### src/rtl/dma_block_arbiter.sv
module dma_block_arbiter #(
  parameter int NUM_CH = 8,
  parameter int SZW    = 4,
  localparam int IDW   = $clog2(NUM_CH),
  localparam int CNTW  = (1 << SZW)
) (
  input  logic                  clk,
  input  logic                  rst_n,
  input  logic                  global_en,
  input  logic                  rr_mode,
  input  logic [NUM_CH-1:0]     req,
  input  logic [NUM_CH*SZW-1:0] blk_log2,
  input  logic                  word_ack,
  output logic [NUM_CH-1:0]     grant,
  output logic                  block_done,
  output logic                  busy
);

  logic [NUM_CH-1:0] grant_q;
  logic [IDW-1:0]    owner_q, last_q, pick, base;
  logic              pick_vld;
  logic [SZW-1:0]    lg_q;
  logic [CNTW-1:0]   cnt_q, lim;

  assign base = rr_mode ? last_q : IDW'(NUM_CH - 1);

  always_comb begin
    pick     = '0;
    pick_vld = 1'b0;
    for (int i = NUM_CH; i >= 1; i--) begin
      if (req[(int'(base) + i) % NUM_CH]) begin
        pick     = IDW'((int'(base) + i) % NUM_CH);
        pick_vld = 1'b1;
      end
    end
  end

  assign lim        = (CNTW'(1) << lg_q) - CNTW'(1);
  assign grant      = grant_q;
  assign busy       = |grant_q;
  assign block_done = busy & word_ack & (cnt_q == lim);

  always_ff @(posedge clk or negedge rst_n) begin
    if (!rst_n) begin
      grant_q <= '0;
      owner_q <= '0;
      last_q  <= IDW'(NUM_CH - 1);
      lg_q    <= '0;
      cnt_q   <= '0;
    end else if (!busy) begin
      if (global_en && pick_vld) begin
        grant_q <= NUM_CH'(1) << pick;
        owner_q <= pick;
        lg_q    <= blk_log2[pick*SZW +: SZW];
        cnt_q   <= '0;
      end
    end else if (word_ack) begin
      if (block_done) begin
        grant_q <= '0;
        last_q  <= owner_q;
      end else begin
        cnt_q <= cnt_q + CNTW'(1);
      end
    end
  end

  p_onehot_r1: assert property (@(posedge clk) disable iff (!rst_n)
    $onehot0(grant));

  p_requested_r2: assert property (@(posedge clk) disable iff (!rst_n)
    !busy |=> (!busy || (grant & $past(req)) != '0));

  p_hold_r5: assert property (@(posedge clk) disable iff (!rst_n)
    (busy && !block_done) |=> $stable(grant));

  p_gap_r6: assert property (@(posedge clk) disable iff (!rst_n)
    block_done |=> (grant == '0));

  p_enable_r7: assert property (@(posedge clk) disable iff (!rst_n)
    (!busy && !global_en) |=> !busy);

  p_busy_r9: assert property (@(posedge clk) disable iff (!rst_n)
    busy == (grant != '0));

endmodule

### config.mk
export PLATFORM = sky130hd
export DESIGN_NAME = dma_block_arbiter
export DESIGN_NICKNAME = d
export VERILOG_FILES = /design/src/rtl/dma_block_arbiter.sv
export SDC_FILE = /design/constraint.sdc
export NUM_CORES = 1
export LEC_CHECK = 0
export CAP_MARGIN = 10
export CORE_MARGIN = 5
export CORE_UTILIZATION = 50
export DETAILED_ROUTE_END_ITERATION = 10
export DONT_BUFFER_PORTS = 1
export GPL_TIMING_DRIVEN = 0
export SKIP_CTS_REPAIR_TIMING = 1
export SYNTH_ARGS = -nofsm -noshare
export SYNTH_HDL_FRONTEND = slang
export SYNTH_SLANG_ARGS = --single-unit
export TNS_END_PERCENT = 30
### constraint.sdc
create_clock -name clk -period 4.67 [get_ports clk]
set_input_delay 0 -clock clk [delete_from_list [all_inputs] [get_ports clk]]
set_output_delay 0 -clock clk [all_outputs]
set_load 0.02 [all_outputs]
* Yosys cells after proc, flatten, opt, wreduce, memory -nomap -nowiden
Index checks and enable logic that the tools add are counted.
** Storage, ports and cells
- Flip-flop bits (word level) :: 34
- Input bits :: 45
- Output and inout port bits :: 10
** Cells by class
- $add $sub $neg :: 10
- $lt $le $gt $ge :: 8
- Equal/unequal tests :: 4
- Shift-type cells :: 3
- Multiplexer cells :: 49
- Bitwise gates (word level) :: 11
- Reductions and logical operators :: 15
** Operators by type and width (number)
- 16-bit 2-to-1 mux :: 4
- 4-bit by 5-bit less-than comparator with 1-bit output (second input constant) :: 8
- 8-bit 2-to-1 mux :: 4
- 32-bit by 6-bit indexed part select with 4-bit output :: 1
- 3-bit 2-to-1 mux :: 9
- 1-bit binary-select mux with 3-bit select :: 8
- 1-bit 2-to-1 mux :: 24
- 3-bit OR reduction :: 8
- 16-bit by 1-bit adder with 16-bit output (second input constant) :: 1
- 16-bit equality test :: 1
- 1-bit by 4-bit << shifter with 16-bit output (first input constant) :: 1
- 16-bit by 2-bit subtractor with 16-bit output (second input constant) :: 1
- 3-bit adder (second input constant) :: 4
- 3-bit AND reduction :: 3
- 1-bit bitwise AND (first input constant) :: 8
- 8-bit OR reduction :: 1
- 1-bit by 3-bit << shifter with 8-bit output (first input constant) :: 1
- 3-bit by 1-bit adder with 3-bit output (second input constant) :: 2
- 3-bit by 2-bit adder with 3-bit output (second input constant) :: 2
- 2-bit != test (second input constant) :: 3
- 1-bit bitwise AND :: 2
- 2-bit AND reduction :: 1
- 2-bit nonzero test :: 1
- 1-bit logical AND :: 1
- 1-bit inverter :: 1

* Logic depth before layout (Yosys ltp)
- Depth in word-level cells :: 18
- Depth in mapped cells :: 16

* Least setup slack after synthesis
No wires, ideal clock.
- Path kind :: reg2reg
- Start point :: reg last_q[1]
- End point :: reg lg_q[2]
- Arrival :: 3668 ps
- Data required time :: 4529 ps
- Path slack :: 861 ps
- Stages on the path, launching flop included :: 16
- Cells stage by stage :: dfstp_2 -> or2b_1 -> buf_2 -> clkinv_1 -> ha_1 -> inv_1 -> xnor2_1 -> mux4_1 -> a21o_1 -> a211oi_2 -> a211oi_4 -> nor2_4 -> buf_6 -> mux2_1 -> o211ai_1 -> a31oi_1
** Between the ends
- Longest elaborated chain between the ends :: 15
** Ends and longest elaborated chain
- start, declared :: RTL line 20 : logic [IDW-1:0] owner_q, last_q, pick, base;
- start signal, assigned :: RTL line 47 : last_q <= IDW'(NUM_CH - 1);
- start signal, assigned :: RTL line 60 : last_q <= owner_q;
- 3-bit 2-to-1 mux (*) :: RTL line 25 : assign base = rr_mode ? last_q : IDW'(NUM_CH - 1);
- branches (longest 14 deep; another with 3-bit by 1-bit adder with 3-bit output)
- end signal, assigned :: RTL line 54 : lg_q <= blk_log2[pick*SZW +: SZW];
- end, declared :: RTL line 22 : logic [SZW-1:0] lg_q;
Every way passes the cells marked *. The select of a mux whose other input is x is not followed.
A chain may end at the register's enable or synchronous reset.

* Final worst setup path
Ends and elaborated chain as after synthesis.

==> flow_results.org <==
** Setup path
- Critical-path maximum fanout :: 10
- Kind of critical path :: flip-flop to flip-flop
- At the worst endpoint, the required time is 4800 ps.
- STA classifies the critical path startpoint as a flip-flop.
- The worst setup path is captured at a flip-flop.
- Data on the critical path arrives at its endpoint at 4490 ps.

** Cells and area
- Layout area overhead :: 7.636%
- Antenna fix cells :: 0
- The net count of the finished layout is 430.
- Final Instance Count excl. Fillers :: 458
- Layout cells sized above 1 :: 15.75%

** Clocking
- Clock tree from TritonCTS :: done
- CTS Root Cell :: sky130_fd_sc_hd__clkbuf_8
- After clock tree synthesis, the clock-pin slew on the worst setup and hold paths is 70 ps.
- Clock latency on the worst-skew pair :: 280 ps
- Clock buffers created by TritonCTS :: 5
- The H-tree was split into 2 levels.
- Counting every sink on the clock net gives 34.
- The clock passes through at most 2 buffers.

** STA
- Setup TNS :: 0 ps
- Worst relative slew slack :: 49.57%
- Final critical-path share of the clock period :: 93.22%
- Setup violations remaining at the end of the flow were counted as 0.
- In the post-route analysis, the smallest setup slack over all paths is 316.7 ps.
- The final-report hold violation count was 0.
- Setup repair after global routing left no endpoint under its margin.
- Min Clock Period, post-route :: 4353 ps
- Max Fclk :: 229.7 MHz
- The final-report max-slew violation count was 0.
- Worst clock skew :: 5.926 ps
- At the pin with the least slew margin, the transition time is 754.1 ps.

** Detailed routing
- The first routing iteration left 174 violations.
- Once detail routing completed, the nets flagged for antenna violations numbered 0.
- Via density per instance :: 6.245
- Dividing the detail-routed wire length by the instance count gives 17.76 µm.
- The detailed router placed 2860 vias in this run.
- Number of optimization iterations in the first detailed-route pass :: 4
- Summed over all layers, the routed wires come to 8.135 mm.
- Post-detailed-route DRC marker count :: 0

** Placed design
- RePlAce Congestion :: 0.9073
- Total placed cells including tap cells :: 449
- At the placement stage, the worst setup path has a slack of 291.5 ps.
- Detailed placement finished with a half-perimeter wire length of 6.296 mm.
- The count of buffers added on input and output ports is 0.

** Global routing
- GRT Util Overall :: 19.42%
- Summed over all layers, the global routing overflow is 0.
- The number of global-route vias before repair was 2788.
- Entering global routing, the biggest net connects 35 pins.
- Number of antenna violations at the first check in global routing :: 0
- The first global-routing pass estimated 13.39 mm of wire.

** Die
- The die covers 0.008126 mm².
- Core area :: 0.006314 mm²
- Number of standard-cell rows in the floorplan :: 29
- Top Ports :: 55
- The die is 90.15 µm wide.
- In this run the vertical extent of the chip is 90.15 µm.
- Initial Utilization :: 50.87%

** Pwr
- In this run the power density over the cells is 452.6 mW/mm².
- Summed over all cells, the static leakage comes to 1.405 nW.
- IR analysis of the VDD net gives a maximum drop of 0.3539 mV.

** Synthesis
- After Yosys synthesis, XOR and XNOR cells account for 5.688% of the synthesized area.
- For this run, the number of Yosys warnings is 0.
- Largest family of logic cells by synthesized area :: simple AND/OR/NAND/NOR gates
- #FFs+latches synth :: 34
- After Yosys synthesis, full adders, half adders and majority gates account for 1.558% of the synthesized area.
- Post-synthesis async set-or-reset flop share :: 100.0%
- Fraction of the mapped netlist area in simple logic gates :: 22.95%
- Compound-gate portion of the synthesized area :: 22.91%
- After synthesis, the share of cell area in mux cells is 15.50%.
- The average instance in the mapped netlist occupies 8.634 µm².
- When the netlist entered floorplanning its net count stood at 421.
- In this run, synthesis inferred 0 flip-flops with an integrated enable.
- Counting every instance in the synthesized netlist gives 372.
- Seq/Total Area, Yosys :: 26.61%
- The number of different library cells used by synthesis comes to 78.
- Synth Flop Type :: sky130_fd_sc_hd__dfrtp_1
- Netlist area before placement :: 0.003212 mm²

** Hold path
- Path type of the worst min-delay path :: primary input to flip-flop

** Run
- Number of violations of the max-capacitance limit :: 0

** Outcome
- Status :: completed
## where the power goes
part,internal (W),leakage [nW],switching (W)
Combinational,0.000319,0.909,0.000513
Clock,0.000171,0.0573,0.000104
Sequential,0.000363,0.439,0.0000943
## synth_stat cells, drive strengths merged, types with 2 or more instances
library cell / n / area (µm²)
a22oi: 2 / 15.01
nand4: 2 / 12.51
a211oi: 8 / 82.58
xnor2: 8 / 70.07
or2: 3 / 18.77
o21ai: 23 / 115.1
nor3: 2 / 10.01
and3b: 2 / 17.52
or3b: 2 / 17.52
ha: 4 / 50.05
mux2: 14 / 168.9
a31oi: 7 / 50.05
nand2b: 3 / 18.77
and3: 3 / 18.77
a211o: 3 / 26.28
xor2: 12 / 112.6
nor2b: 5 / 38.78
nand2: 30 / 112.6
clkbuf: 10 / 38.78
nor4bb: 2 / 20.02
a32o: 8 / 80.08
dfrtp: 31 / 775.7
a21oi: 19 / 95.09
mux2i: 23 / 257.7
inv: 11 / 43.80
dfstp: 3 / 78.83
mux4: 3 / 71.32
a2111oi: 2 / 17.52
a221oi: 2 / 17.52
nand3: 26 / 130.1
a21o: 2 / 15.01
nor4: 5 / 37.53
and4: 2 / 17.52
o211ai: 8 / 75.08
o32ai: 2 / 17.52
and2: 4 / 25.02
buf: 11 / 67.57
or3: 6 / 37.54
nor2: 39 / 153.9
## metrics by stage
| stage | total power, W | cell area [µm²] | hold WS (ps) | utilization, % |
|---|---|---|---|---|
| after CTS | 0.001554 | 3421 | -596.2 | 54.18 |
| after global placement | 0.001263 | 3308 | -294.0 | 52.40 |
| after floorplan | 0.001088 | 3212 | -295.6 | - |
| final | 0.001565 | 3457 | 47.71 | 54.76 |
| after global routing | 0.001684 | 3457 | 67.80 | 54.76 |
| after detailed placement | 0.001271 | 3308 | -294.1 | 52.40 |
## critical path, cell delays in order (launching register included)
cell and delay [ps]:
sky130_fd_sc_hd__dfstp_2 550, sky130_fd_sc_hd__or2b_1 90, sky130_fd_sc_hd__buf_2 230, sky130_fd_sc_hd__clkinv_1 300, sky130_fd_sc_hd__ha_1 330, sky130_fd_sc_hd__inv_1 110, sky130_fd_sc_hd__xnor2_1 200, sky130_fd_sc_hd__mux4_1 730
sky130_fd_sc_hd__a21o_1 210, sky130_fd_sc_hd__a211oi_2 320, sky130_fd_sc_hd__a211oi_4 130, sky130_fd_sc_hd__nor2_4 200, sky130_fd_sc_hd__buf_6 170, sky130_fd_sc_hd__mux2_1 330, sky130_fd_sc_hd__o211ai_1 180, sky130_fd_sc_hd__a31oi_1 110
## state kept, by name (all words and copies together) (netlist names)
name	count
cnt_q	16
grant	8
lg_q	4
last_q	3
owner_q	3
## cells by family after synthesis
kind of cell               Yosys count
AOI/OAI and AO/OA                   99
muxes                               40
adders and majority gates            4
buffers and inverters               33
xor gates and xnor gates            20
and+or+nand+nor                    142
DFF                                 34
## layout make-up
type | count | area, µm²
fill | 634 | 2856
multi-input combinational | 305 | 2210
sequential | 34 | 854.6
buffer | 21 | 106.4
tap | 77 | 96.34
clock buffer | 6 | 82.58
inverter | 12 | 47.55
clock inverter | 1 | 30.03
timing repair buffer | 2 | 30.03
## routing by layer
| metal | vias to the layer above | routed length [µm] | part of all wire [%] | GRT usage, % |
|---|---|---|---|---|
| met5 | - | 0 | 0 | 0 |
| met4 | 0 | 30 | 0.37 | 2.481 |
| met3 | 4 | 483 | 5.9 | 4.841 |
| met2 | 72 | 3561 | 44 | 28.48 |
| met1 | 1384 | 4060 | 50 | 29.48 |
| li1 | 1400 | - | - | - |
## final timing paths
check | from | cells past startpoint | endpoint | slack [ps]
max | last_q[1] | 15 | lg_q[2] | 320
min | blk_log2[15] | 4 | lg_q[3] | 50
max reg2reg | last_q[1] | 15 | lg_q[2] | 320
min reg2reg | last_q[1] | 2 | last_q[1] | 470
max in group asynchronous | rst_n | 2 | last_q[1] | 4250
min in group asynchronous | rst_n | 2 | cnt_q[11] | 180
## cell usage in the layout (no fill, tap or decap), types with 8 or more instances in the layout
| cell | netlist | routed |
|---|---|---|
| sky130_fd_sc_hd__nor2_1 | 38 | 38 |
| sky130_fd_sc_hd__dfrtp_1 | 31 | 31 |
| sky130_fd_sc_hd__nand2_1 | 30 | 30 |
| sky130_fd_sc_hd__nand3_1 | 26 | 26 |
| sky130_fd_sc_hd__o21ai_0 | 23 | 23 |
| sky130_fd_sc_hd__a21oi_1 | 19 | 19 |
| sky130_fd_sc_hd__mux2i_1 | 18 | 18 |
| sky130_fd_sc_hd__xor2_1 | 11 | 11 |
| sky130_fd_sc_hd__inv_1 | 10 | 10 |
| sky130_fd_sc_hd__clkbuf_1 | 9 | 9 |
| sky130_fd_sc_hd__mux2_2 | 9 | 9 |
| sky130_fd_sc_hd__xnor2_1 | 8 | 8 |
| sky130_fd_sc_hd__a32o_1 | 8 | 8 |
Power figures use the tool's default switching activity.
